`config.mk`:
```
export PLATFORM = sky130hd
export DESIGN_NAME = exec_flag_alu
export DESIGN_NICKNAME = d
export VERILOG_FILES = /design/src/rtl/exec_alu_pkg.sv /design/src/rtl/exec_alu_core.sv /design/src/rtl/exec_flag_reg.sv /design/src/rtl/exec_cond_eval.sv /design/src/rtl/exec_flag_alu.sv
export SDC_FILE = /design/constraint.sdc
export NUM_CORES = 1
export LEC_CHECK = 0
export ABC_CLOCK_PERIOD_IN_PS = 5800
export CORE_ASPECT_RATIO = 0.6
export CORE_MARGIN = 3
export CORE_UTILIZATION = 49
export CTS_BUF_LIST = sky130_fd_sc_hd__clkbuf_4
export DETAILED_ROUTE_END_ITERATION = 8
export PLACE_DENSITY_LB_ADDON = 0.08
export SYNTH_ARGS = -nofsm -noshare
export SYNTH_HDL_FRONTEND = slang
export SYNTH_HIERARCHICAL = 1
export SYNTH_SLANG_ARGS = --single-unit
```
`constraint.sdc`:
```
create_clock -name clk -period 5.8 [get_ports clk]
set_input_delay 0.87 -clock clk [delete_from_list [all_inputs] [get_ports clk]]
set_output_delay 0.87 -clock clk [all_outputs]
set_load 0.05 [all_outputs]
```
`src/rtl/exec_alu_pkg.sv`:
```
`timescale 1ns/1ps
package exec_alu_pkg;

   localparam int FN_W   = 2;
   localparam int COND_W = 3;

   typedef enum logic [FN_W-1:0] {
      FN_ADD = 2'd0,
      FN_SUB = 2'd1,
      FN_AND = 2'd2,
      FN_XOR = 2'd3
   } alu_fn_t;

   typedef enum logic [COND_W-1:0] {
      CND_ALWAYS = 3'd0,
      CND_LE     = 3'd1,
      CND_LT     = 3'd2,
      CND_EQ     = 3'd3,
      CND_NE     = 3'd4,
      CND_GE     = 3'd5,
      CND_GT     = 3'd6,
      CND_NEVER  = 3'd7
   } cond_t;

   typedef struct packed {
      logic zf;
      logic sf;
      logic of;
   } flags_t;

   localparam flags_t FLAGS_RESET = '{zf: 1'b1, sf: 1'b0, of: 1'b0};

endpackage

```
`src/rtl/exec_alu_core.sv`:
```
`timescale 1ns/1ps
module exec_alu_core
   import exec_alu_pkg::*;
#(
   parameter int DATA_W       = 32,
   parameter bit SHARED_ADDER = 1'b1
) (
   input  logic [DATA_W-1:0] op_a,
   input  logic [DATA_W-1:0] op_b,
   input  logic [FN_W-1:0]   fn,
   output logic [DATA_W-1:0] res,
   output logic              ovf
);
   localparam int MSB = DATA_W - 1;

   if (DATA_W < 2) begin : g_bad_width
      $error("exec_alu_core: DATA_W must be at least 2");
   end

   alu_fn_t            fn_e;
   logic [DATA_W-1:0]  arith_res;
   logic               arith_ovf;

   assign fn_e = alu_fn_t'(fn);

   if (SHARED_ADDER) begin : g_shared
      logic              is_sub;
      logic [DATA_W-1:0] rhs;
      logic [DATA_W-1:0] sum;
      assign is_sub    = (fn_e == FN_SUB);
      assign rhs       = is_sub ? ~op_a : op_a;
      assign sum       = op_b + rhs + {{(DATA_W-1){1'b0}}, is_sub};
      assign arith_res = sum;
      assign arith_ovf = (op_b[MSB] == rhs[MSB]) && (sum[MSB] != op_b[MSB]);
   end else begin : g_split
      logic [DATA_W-1:0] add_r;
      logic [DATA_W-1:0] sub_r;
      logic              add_v;
      logic              sub_v;
      assign add_r = op_a + op_b;
      assign sub_r = op_b - op_a;
      assign add_v = (op_a[MSB] == op_b[MSB]) && (add_r[MSB] != op_a[MSB]);
      assign sub_v = (op_a[MSB] != op_b[MSB]) && (sub_r[MSB] != op_b[MSB]);
      assign arith_res = (fn_e == FN_SUB) ? sub_r : add_r;
      assign arith_ovf = (fn_e == FN_SUB) ? sub_v : add_v;
   end

   always_comb begin
      res = '0;
      ovf = 1'b0;
      unique case (fn_e)
         FN_ADD,
         FN_SUB: begin
            res = arith_res;
            ovf = arith_ovf;
         end
         FN_AND: res = op_a & op_b;
         FN_XOR: res = op_a ^ op_b;
         default: begin
            res = '0;
            ovf = 1'b0;
         end
      endcase
   end

endmodule

```
`src/rtl/exec_flag_reg.sv`:
```
`timescale 1ns/1ps
module exec_flag_reg
   import exec_alu_pkg::*;
(
   input  logic   clk,
   input  logic   rst_n,
   input  logic   load,
   input  flags_t nxt,
   output flags_t cur
);
   always_ff @(posedge clk) begin
      if (!rst_n) begin
         cur <= FLAGS_RESET;
      end else if (load) begin
         cur <= nxt;
      end
   end
endmodule

```
`src/rtl/exec_cond_eval.sv`:
```
`timescale 1ns/1ps
module exec_cond_eval
   import exec_alu_pkg::*;
(
   input  logic [COND_W-1:0] cond,
   input  flags_t            fl,
   output logic              take
);
   logic lt_w;
   logic le_w;

   assign lt_w = fl.sf ^ fl.of;
   assign le_w = lt_w | fl.zf;

   always_comb begin
      unique case (cond_t'(cond))
         CND_ALWAYS: take = 1'b1;
         CND_LE:     take = le_w;
         CND_LT:     take = lt_w;
         CND_EQ:     take = fl.zf;
         CND_NE:     take = ~fl.zf;
         CND_GE:     take = ~lt_w;
         CND_GT:     take = ~le_w;
         default:    take = 1'b0;
      endcase
   end
endmodule

```
`src/rtl/exec_flag_alu.sv`:
```
`timescale 1ns/1ps
module exec_flag_alu
   import exec_alu_pkg::*;
#(
   parameter int DATA_W       = 32,
   parameter bit SHARED_ADDER = 1'b1
) (
   input  logic              clk,
   input  logic              rst_n,
   input  logic [DATA_W-1:0] op_a,
   input  logic [DATA_W-1:0] op_b,
   input  logic [1:0]        alu_fn,
   input  logic              set_cc,
   input  logic [2:0]        cond_fn,
   output logic [DATA_W-1:0] result,
   output logic              flag_zf,
   output logic              flag_sf,
   output logic              flag_of,
   output logic              take
);
   localparam int MSB = DATA_W - 1;

   logic   core_ovf;
   flags_t nxt_flags;
   flags_t cur_flags;

   exec_alu_core #(
      .DATA_W      (DATA_W),
      .SHARED_ADDER(SHARED_ADDER)
   ) u_core (
      .op_a (op_a),
      .op_b (op_b),
      .fn   (alu_fn),
      .res  (result),
      .ovf  (core_ovf)
   );

   assign nxt_flags.zf = ~|result;
   assign nxt_flags.sf = result[MSB];
   assign nxt_flags.of = core_ovf;

   exec_flag_reg u_flags (
      .clk  (clk),
      .rst_n(rst_n),
      .load (set_cc),
      .nxt  (nxt_flags),
      .cur  (cur_flags)
   );

   exec_cond_eval u_cond (
      .cond(cond_fn),
      .fl  (cur_flags),
      .take(take)
   );

   assign flag_zf = cur_flags.zf;
   assign flag_sf = cur_flags.sf;
   assign flag_of = cur_flags.of;

endmodule

```
==> impl_metrics.tcl, run 1 <==
set metrics [dict create \
    async_flop_share_pct 0 \
    r2r-start "u_flags/cur[0]" \
    rsz0062_at_grt "false" \
    critical_path_buf_inv_count 2 \
    die_h_microns 70.63 \
    antenna_left 0 \
    vias 3806 \
    cp.arrival_ns 4.54 \
    worst_path_most_repeated_cell "a21oi_1" \
    numCtsBuffers 3 \
    drive_gt1_share_pct 12.97 \
    p_leak_nw 2.020 \
    p_total_mw 0.9321 \
    fin_crit_ns 5.409 \
    dr.pass1.iters 5 \
    pin_count 108 \
    finalInstanceArea_sq_um 4763 \
    cp-start-kind "primary input" \
    crit_type "primary input to primary output" \
    routed_wl_mm 10.96 \
    setup.worst_path.end_class "primary output" \
    core_sq_um 6414 \
    synth_edf_count 0 \
    cp_slowest_cell "or4_1" \
    stdcell_count 616 \
    layout.nets 668 \
    synth_warnings 6 \
    maxSlewHeadroom_pct 49.10 \
    report.final.slew_viol_count 0 \
    path_clk_slew_ns 0.04 \
    cts_hold_buf 0 \
    tightest_slew_ns 0.7570 \
    num_antenna_cells 0 \
    netlist_instances 437 \
    crit_start "op_a[0]" \
    yosysSeqAreaShare_pct 1.761 \
    mostFrequentLayoutCells "clkdlybuf4s50_1, ha_1, xnor2_1, a21oi_1, nand2_1" \
    ys_top_cells_by_area "ha_1, xnor2_1, mux2i_1, a21oi_1, mux2_2" \
    viasPerCell 6.179 \
    top_register "u_flags/cur" \
    ys.flop_type "dfxtp_1" \
    drcViolationCount 0 \
    n_fill_cell 515 \
    grt_pass1_vias 3684 \
    hp-class "register to register" \
    grt_pass1_wl_mm 17.88 \
    synth_top_area_cell "ha_1" \
    overflow 0 \
    fin_setup_tns_ns 0 \
    clk_path_buf_depth 2 \
    ir_drop_mv 0.1575 \
    grt.total_usage_pct 26.29 \
    fmax_ghz 0.1849 \
    ys_seq_elements 3 \
    largestRegisters "u_flags/cur: 3 flops" \
    synth_cell_types 73 \
    min-delay-start "u_flags/cur[1]" \
    synth.avg_cell_area_sq_um 7.805 \
    clk_latency_ns 0.24 \
    dpl.hpwl_mm 9.068 \
    cap_violations 0 \
    cts_tree "built" \
    critPathMaxStageDelay_ns 0.53 \
    cts_setup_buffers 0 \
    syn_to_final_growth_pct 39.66 \
    port_buffers 107 \
    h-tree-depth 1 \
    hold_viol 0 \
    period_share_pct 93.27 \
    crit_chain "clkdlybuf4s50_1, nor3b_2, a21oi_1, fa_1, nor2b_1, o21ai_1, a31oi_1, a221oi_2, or4_1, a21oi_1, nor4_1, or3b_1, buf_4" \
    cp_max_fo 5 \
    layout_commonest_cell "clkdlybuf4s50_1" \
    crit_required_ns 4.93 \
    core.rowCount 22 \
    placedInstanceArea_sq_um 4733 \
    setup_viol 0 \
    power_density_nw_per_um2 195.7 \
    ctsResizeCount 0 \
    grt_max_degree 75 \
    gp_congestion 0.9475 \
    root_buffer "clkbuf_4" \
    dp_cells 612 \
    initial_core_util_pct 53.18 \
    cts.sinks 3 \
    die-width_microns 113.7 \
    dieArea_sq_um 8031 \
    largest_register_ffs 3 \
    synth_area_sq_um 3411 \
    status "finished, final reports clean" \
    synth_nets 572 \
    wl_per_cell_microns 17.80 \
    grt_antenna_before_repair 0 \
    skew_ns 0 \
    first_iter_violations 281 \
    yosysTopAreaCellShare_pct 22.74 \
    crit_family "simple AND/OR/NAND/NOR gates" \
]
==> per-layer routing <==
layer / GRT usage, % / vias up / part of all wire (%)
li1: - / 1845 / -
met5: 0 / - / 0
met4: 4.800 / 0 / 0.92
met1: 38.93 / 1791 / 48
met3: 4.957 / 10 / 8.7
met2: 39.66 / 160 / 42
==> cell families (layout without fill, tap and decap cells) <==
group                    count (synthesis)  in the layout  synth area share (%)
AO/OA/AOI/OAI                          129            129                 26.71
AND/OR/NAND/NOR                        129            129                 21.02
adder cells (fa/ha/maj)                 63             63                 23.33
XOR/XNOR                                51             51                 13.32
buffers and inverters                   32            127                 4.732
multiplexers                            30             30                 9.134
flip-flops                               3              3                 1.761
==> worst paths after layout <==
kind	slack [ns]	depth (start not counted)	end
setup / recovery	0.39	13	result[30]
hold / removal	0.59	2	u_flags/cur[1]
setup reg to reg	5.12	2	u_flags/cur[0]
hold reg to reg	0.59	2	u_flags/cur[1]
==> final cells by class <==
class / instances / area, sq um / area share [%]
clock buffer: 4 / 30.03 / 0.6304
inverter: 12 / 45.04 / 0.9456
multi-input combinational: 402 / 3192 / 67.01
sequential: 3 / 60.06 / 1.261
tap: 84 / 105.1 / 2.206
timing repair buffer: 111 / 1331 / 27.95
==> tightest hold or removal path, cell delays in order (launching register included) <==
cell and delay, ns:
dfxtp_1 0.35, mux2i_1 0.14, nor2b_1 0.05
==> cell usage after synthesis (all sizes together) (2+ instances only) <==
cell type and count:
nor3 6, ha 62, clkbuf 13, a2111oi 2
or4 2, a31oi 3, a21boi 2, a21oi 42
nand2 27, nand3 9, nor4b 3, and4 4
nor2 22, mux2 9, o221ai 3, a211o 2
nor2b 10, a22oi 2, buf 7, xor2 8
a221oi 4, nand4 6, a21o 7, o21ai 29
and3 4, nand2b 15, o211ai 7, o21a 3
a211oi 5, o31ai 6, dfxtp 3, nor3b 5
inv 12, nor4 10, and2 2, mux2i 21
xnor2 43
==> stage by stage <==
stage | utilization [%] | setup WS (ns) | hold slack, ns
global route | 74.27 | 0.1336 | 0.6135
detailed placement | 73.80 | 0.4373 | 0.5808
global placement | 73.80 | 0.5821 | 0.5695
floorplan | - | 0.1471 | 0.7742
CTS | 74.27 | 0.4256 | 0.5885
finish | 74.27 | 0.3906 | 0.5907
==> report_power, final <==
part	internal [mW]	total [mW]	switching [mW]	leakage [nW]
Sequential	0.0222	0.0244	0.00220	0.0248
Clock	0.0307	0.0447	0.0140	0.0184
Combinational	0.371	0.863	0.492	1.98
Total	0.424	0.932	0.508	2.02
No activity file was read; power rests on OpenSTA's default activity.
==> run 2, diff against run 1 <==
--- a/config.mk
+++ b/config.mk
@@ -16,3 +16,4 @@
 export SYNTH_HDL_FRONTEND = slang
 export SYNTH_HIERARCHICAL = 1
 export SYNTH_SLANG_ARGS = --single-unit
+export TNS_END_PERCENT = 20
==> results of run 2 <==
No change in the layout: final DEF, timing and power equal those of run 1.
